`src/rtl/sar_pkg.sv`:
```
package sar_pkg;

    localparam int unsigned SAR_BITS = 12;

    typedef struct packed {
        logic single_ended;
        logic bipolar;
    } sar_mode_t;

    typedef enum logic {
        ST_IDLE = 1'b0,
        ST_CONV = 1'b1
    } sar_state_e;

    // bipolar coding applies only to differential inputs
    function automatic logic bipolar_active(sar_mode_t m);
        return m.bipolar & ~m.single_ended;
    endfunction

endpackage

```
`src/rtl/sar_sequencer.sv`:
```
module sar_sequencer
    import sar_pkg::*;
#(
    parameter int unsigned WIDTH = SAR_BITS
) (
    input  logic             clk,
    input  logic             rst,
    input  logic             start_i,
    output logic             accept_o,
    output logic             busy_o,
    output logic             last_o,
    output logic [WIDTH-1:0] ptr_o,
    output logic             done_o
);

    localparam logic [WIDTH-1:0] TOP_BIT = {1'b1, {(WIDTH-1){1'b0}}};

    sar_state_e       state_q;
    logic [WIDTH-1:0] ptr_q;
    logic             done_q;

    assign busy_o   = (state_q == ST_CONV);
    assign accept_o = start_i & (state_q == ST_IDLE) & ~rst;
    assign last_o   = busy_o & ptr_q[0];
    assign ptr_o    = ptr_q;
    assign done_o   = done_q;

    always_ff @(posedge clk) begin
        if (rst) begin
            state_q <= ST_IDLE;
            ptr_q   <= '0;
            done_q  <= 1'b0;
        end else begin
            done_q <= last_o;
            unique case (state_q)
                ST_IDLE: begin
                    if (accept_o) begin
                        state_q <= ST_CONV;
                        ptr_q   <= TOP_BIT;
                    end
                end
                ST_CONV: begin
                    ptr_q <= ptr_q >> 1;
                    if (ptr_q[0]) state_q <= ST_IDLE;
                end
                default: state_q <= ST_IDLE;
            endcase
        end
    end

    // exactly one bit under trial while converting
    a_r1_single_trial_bit: assert property (@(posedge clk) disable iff (rst)
        busy_o |-> ($countones(ptr_q) == 1));

    // done follows the cycle in which the LSB was under trial
    a_r1_done_after_lsb: assert property (@(posedge clk) disable iff (rst)
        done_o |-> $past(busy_o && ptr_q[0]));

    // conversion cannot be cut short or restarted before the LSB
    a_r8_no_restart: assert property (@(posedge clk) disable iff (rst)
        (busy_o && !ptr_q[0]) |=> (busy_o && $countones(ptr_q) == 1 && !ptr_q[WIDTH-1]));

endmodule

```
`src/rtl/sar_trial_reg.sv`:
```
module sar_trial_reg
    import sar_pkg::*;
#(
    parameter int unsigned WIDTH = SAR_BITS
) (
    input  logic             clk,
    input  logic             rst,
    input  logic             accept_i,
    input  logic             busy_i,
    input  logic [WIDTH-1:0] ptr_i,
    input  logic             comp_i,
    output logic [WIDTH-1:0] trial_o,
    output logic [WIDTH-1:0] decided_o
);

    localparam logic [WIDTH-1:0] TOP_BIT = {1'b1, {(WIDTH-1){1'b0}}};

    logic [WIDTH-1:0] trial_q;

    // resolve the bit under trial against the comparator
    assign decided_o = comp_i ? trial_q : (trial_q & ~ptr_i);
    assign trial_o   = trial_q;

    always_ff @(posedge clk) begin
        if (rst) begin
            trial_q <= '0;
        end else if (accept_i) begin
            trial_q <= TOP_BIT;
        end else if (busy_i) begin
            trial_q <= decided_o | (ptr_i >> 1);
        end
    end

    // search always begins with only the MSB set
    a_r2_msb_first: assert property (@(posedge clk) disable iff (rst)
        ($past(accept_i) && !$past(rst)) |-> (trial_q == TOP_BIT));

    // a low comparator clears the bit that was under trial
    a_r3_clear_on_low: assert property (@(posedge clk) disable iff (rst)
        (busy_i && !comp_i) |=> ((trial_q & $past(ptr_i)) == '0));

    // a high comparator keeps the bit that was under trial
    a_r3_keep_on_high: assert property (@(posedge clk) disable iff (rst)
        (busy_i && comp_i) |=> ((trial_q & $past(ptr_i)) != '0));

endmodule

```
`src/rtl/sar_coder.sv`:
```
module sar_coder
    import sar_pkg::*;
#(
    parameter int unsigned WIDTH = SAR_BITS
) (
    input  logic             clk,
    input  logic             rst,
    input  logic             accept_i,
    input  logic             busy_i,
    input  logic             last_i,
    input  sar_mode_t        mode_i,
    input  logic [WIDTH-1:0] raw_i,
    output logic             dac_bipolar_o,
    output logic [WIDTH-1:0] result_o
);

    sar_mode_t        mode_q;
    logic             bip_eff;
    logic [WIDTH-1:0] coded;
    logic [WIDTH-1:0] result_q;

    assign bip_eff       = bipolar_active(mode_q);
    assign dac_bipolar_o = bip_eff;
    assign result_o      = result_q;

    // offset binary to two's complement: only the MSB is flipped
    for (genvar b = 0; b < WIDTH; b++) begin : g_code
        if (b == WIDTH - 1) begin : g_sign
            assign coded[b] = raw_i[b] ^ bip_eff;
        end else begin : g_mag
            assign coded[b] = raw_i[b];
        end
    end

    always_ff @(posedge clk) begin
        if (rst) begin
            mode_q   <= '0;
            result_q <= '0;
        end else begin
            if (accept_i) mode_q <= mode_i;
            if (last_i)   result_q <= coded;
        end
    end

    // captured mode is frozen for the whole conversion
    a_r7_mode_frozen: assert property (@(posedge clk) disable iff (rst)
        ($past(busy_i) && busy_i) |-> $stable(mode_q));

    // single-ended never runs the DAC offset
    a_r4_se_unipolar: assert property (@(posedge clk) disable iff (rst)
        mode_q.single_ended |-> !dac_bipolar_o);

    // result moves only on the completing edge
    a_r9_result_hold: assert property (@(posedge clk) disable iff (rst)
        !$past(last_i) |-> $stable(result_q));

endmodule

```
`src/rtl/sar_conv_ctrl.sv`:
```
module sar_conv_ctrl
    import sar_pkg::*;
#(
    parameter int unsigned WIDTH = SAR_BITS
) (
    input  logic             clk,
    input  logic             rst,
    input  logic             start_i,
    input  logic             single_ended_i,
    input  logic             bipolar_i,
    input  logic             comp_i,
    output logic [WIDTH-1:0] trial_o,
    output logic             dac_bipolar_o,
    output logic             done_o,
    output logic [WIDTH-1:0] result_o
);

    logic             accept;
    logic             busy;
    logic             last;
    logic [WIDTH-1:0] ptr;
    logic [WIDTH-1:0] decided;
    sar_mode_t        mode_in;

    assign mode_in.single_ended = single_ended_i;
    assign mode_in.bipolar      = bipolar_i;

    sar_sequencer #(.WIDTH(WIDTH)) u_seq (
        .clk      (clk),
        .rst      (rst),
        .start_i  (start_i),
        .accept_o (accept),
        .busy_o   (busy),
        .last_o   (last),
        .ptr_o    (ptr),
        .done_o   (done_o)
    );

    sar_trial_reg #(.WIDTH(WIDTH)) u_trial (
        .clk       (clk),
        .rst       (rst),
        .accept_i  (accept),
        .busy_i    (busy),
        .ptr_i     (ptr),
        .comp_i    (comp_i),
        .trial_o   (trial_o),
        .decided_o (decided)
    );

    sar_coder #(.WIDTH(WIDTH)) u_coder (
        .clk           (clk),
        .rst           (rst),
        .accept_i      (accept),
        .busy_i        (busy),
        .last_i        (last),
        .mode_i        (mode_in),
        .raw_i         (decided),
        .dac_bipolar_o (dac_bipolar_o),
        .result_o      (result_o)
    );

    // outputs quiet right after reset
    a_r10_reset_quiet: assert property (@(posedge clk)
        $past(rst) |-> (!done_o && result_o == '0 && trial_o == '0 && !dac_bipolar_o));

endmodule

```
`config.mk`:
```
export PLATFORM = sky130hd
export DESIGN_NAME = sar_conv_ctrl
export DESIGN_NICKNAME = d
export VERILOG_FILES = /design/src/rtl/sar_pkg.sv /design/src/rtl/sar_sequencer.sv /design/src/rtl/sar_trial_reg.sv /design/src/rtl/sar_coder.sv /design/src/rtl/sar_conv_ctrl.sv
export SDC_FILE = /design/constraint.sdc
export NUM_CORES = 1
export LEC_CHECK = 0
export ABC_AREA = 0
export BUFFER_PORTS_ARGS = -buffer_cell sky130_fd_sc_hd__buf_4
export CORE_ASPECT_RATIO = 1.4
export CORE_MARGIN = 5
export CORE_UTILIZATION = 24
export CTS_CLUSTER_SIZE = 12
export DETAILED_ROUTE_END_ITERATION = 8
export PLACE_DENSITY = 0.47
export SETUP_SLACK_MARGIN = 0.05
export SYNTH_ARGS = -nofsm -noshare
export SYNTH_HDL_FRONTEND = slang
export SYNTH_HIERARCHICAL = 1
export SYNTH_SLANG_ARGS = --single-unit
```
`constraint.sdc`:
```
create_clock -name clk -period 2 [get_ports clk]
set_input_delay 0 -clock clk [delete_from_list [all_inputs] [get_ports clk]]
set_output_delay 0 -clock clk [all_outputs]
set_load 0.01 [all_outputs]
```
==> impl_metrics.py <==
metrics = {
    "job": {
        "maxCapViolCount": 0,
    },
    "timing": {
        "slew_violations": 0,
        "slew-limit-headroom": 0.600,
        "hold_viol": 0,
        "fmax_ghz": 0.714,
        "period_minus_slack_ns": 1.40,
        "finClkSkew_ns": 0.00975,
        "min_period_over_period": 0.701,
        "holdWs_ns": 0.0358,
        "worst-slew-pin-transition_ns": 0.601,
        "fin_tns_setup_ns": 0,
        "rsz0062_at_grt": "no",
        "setup_violations": 0,
    },
    "clocking": {
        "post_cts_buffers": 0,
        "cts_buffers": 5,
        "clk_path_buf_depth": 2,
        "h-tree-depth": 2,
        "clock_latency_ns": 0.29,
        "cts_tree": "built",
        "path_clk_slew_ns": 0.08,
        "clock_sink_count": 40,
        "cts-root-buf": "clkbuf_8",
    },
    "drt": {
        "drc": 0,
        "via_count": 1303,
        "drt-pass1-iter-count": 4,
        "drt-total-wl_um": 3960,
        "drtIter0Drc": 84,
        "via_per_inst": 4.22,
        "wl_per_cell_um": 12.8,
        "antenna_left": 0,
    },
    "die": {
        "dieArea_mm2": 0.00922,
        "core-area_mm2": 0.00727,
        "fp.dieW_um": 82.6,
        "num_io_pins": 32,
        "die_h_um": 112,
        "row_count": 37,
        "initial_utilization": 0.244,
    },
    "layout": {
        "diodes": 0,
        "final_common_cell": "dfxtp_1",
        "drive_above_1_share": 0.259,
        "layout_common_cells": "dfxtp_1, buf_4, inv_1",
        "areaGrowthSynthToFinish_pct": 22.0,
        "fin_nets": 218,
        "fin_area_mm2": 0.00216,
    },
    "worst_setup_path": {
        "endpoint_kind": "flip-flop",
        "worst_setup_path_start_kind": "input pin",
        "cp_max_fo": 11,
        "reg2reg_from": "u_seq/busy_o",
        "ff2ff_path_depth": 3,
        "cp_data_arrival_time_ns": 1.63,
        "worst-setup-path-type": "input pin to flip-flop",
        "worstReg2RegEnd": "u_trial/trial_o[10]",
        "required_ns": 2.23,
        "reg2reg_setup_slack_ns": 0.62,
    },
    "status": {
        "status": "finished clean",
    },
    "placed_design": {
        "place_area_mm2": 0.00205,
        "hpwlAfterDp_um": 2860,
        "place.gp.congestion": 0.710,
        "port-buffer-count": 31,
    },
    "grt": {
        "track_usage": 0.0966,
        "grt_pass1_vias": 1340,
        "grt_max_degree": 43,
        "globalRouteOverflowTotal": 0,
        "grt_pass1_wl_um": 6830,
        "antenna_found_initial": 0,
    },
    "synth": {
        "synth-seq-cells": 40,
        "synthesis.instances": 178,
        "postSynthAreaPerCell_um2": 9.95,
        "synth_warnings": 6,
        "ys_types": 29,
        "seq_area_frac_synth": 0.452,
        "synth_nets": 184,
        "syn-cell-area_mm2": 0.00177,
    },
    "hold_path": {
        "whs_path_depth": 2,
        "hold_class": "input pin to flip-flop",
        "hold_path_end": "u_seq/ptr_o[2]",
        "holdCritStartpoint": "rst",
    },
    "pwr": {
        "p_leak_nw": 0.878,
        "powerDensity_mw_per_mm2": 701,
        "ir_drop_mv": 0.378,
    },
}
-- worst max-delay path by stage --
stage | from | depth (start not counted) | end | slack [ns]
4_1_cts | u_seq/busy_o | 3 | u_trial/trial_o[10] | 0.60
6_report | start_i | 6 | u_trial/trial_o[2] | 0.60
2_1_floorplan | u_seq/busy_o | 6 | u_trial/trial_o[0] | 0.41
3_3_place_gp | u_seq/busy_o | 3 | u_trial/trial_o[10] | 0.64
3_5_place_dp | u_seq/busy_o | 3 | u_trial/trial_o[10] | 0.62
5_1_grt | u_seq/busy_o | 3 | u_trial/trial_o[10] | 0.54
-- state kept, by name (all words and copies together), names as in the netlist --
register,flops
u_coder/mode_q,2
u_coder/result_o,12
u_seq/busy_o,1
u_seq/done_o,1
u_seq/ptr_o,12
u_trial/trial_o,12
-- layout make-up --
class	count	area, µm²
inverters	23	86.3
flip-flops and latches	40	801
fillers	798	5110
repair buffers	38	293
clock buffers	6	72.6
well taps	97	121
multi-input cells	104	782
clock inverters	1	5.00
-- metal layers --
metal	vias up	track usage	share of wire
met5	-	0	0
met4	0	0.0425	0.019
met3	5	0.0299	0.052
met2	25	0.147	0.48
met1	605	0.123	0.45
li1	668	-	-
-- cells in the mapped netlist, drive strengths merged --
cell,count,area share
a21boi,7,0.032
a21oi,11,0.031
and2,1,0.0035
buf,10,0.056
clkbuf,1,0.0021
dfxtp,40,0.45
inv,23,0.049
mux2,1,0.0085
mux2i,18,0.10
nand2,11,0.023
nand2b,3,0.011
nand4b,1,0.0049
nor2,19,0.040
nor2b,3,0.011
nor3,1,0.0028
nor3b,1,0.0042
o211a,1,0.0056
o21ai,5,0.014
o21ba,7,0.040
o31a,1,0.0049
o32ai,11,0.097
or2,2,0.0071
-- power breakdown --
group          switching [mW]  internal [mW]  leakage [nW]  total (mW)
logic                  0.0957         0.0817         0.513       0.177
registers              0.0178          0.818         0.324       0.836
clock network           0.264          0.237        0.0410       0.501
total                   0.377           1.14         0.878        1.51
-- cells by family after synthesis --
kind of cell,share of synthesized area
AND/OR/NAND/NOR,0.107
buffers and inverters,0.107
multiplexers,0.110
flip-flops,0.452
AO/OA/AOI/OAI,0.224
-- critical path: stages --
cell           delay (ns)
dlygate4sd3_1        0.53
buf_4                0.15
nor3b_1              0.13
buf_4                0.16
or2_1                0.37
o21ba_2              0.29
-- repair_timing --
item / 4_1_cts / 5_1_grt
hold buffers: 3 / 0
endpoints found under the hold margin: 3 / 0
gates resized for setup: 0 / 0
-- per-stage QoR --
stage | util | power [mW] | cells | setup WS, ns
floorplan | - | 0.975 | 178 | 0.406
global placement | 0.282 | 1.03 | 299 | 0.635
detailed placement | 0.282 | 1.03 | 299 | 0.616
CTS | 0.297 | 1.55 | 309 | 0.602
global route | 0.297 | 1.59 | 309 | 0.535
finish | 0.297 | 1.51 | 309 | 0.599
(Power assumes the default switching activity.)
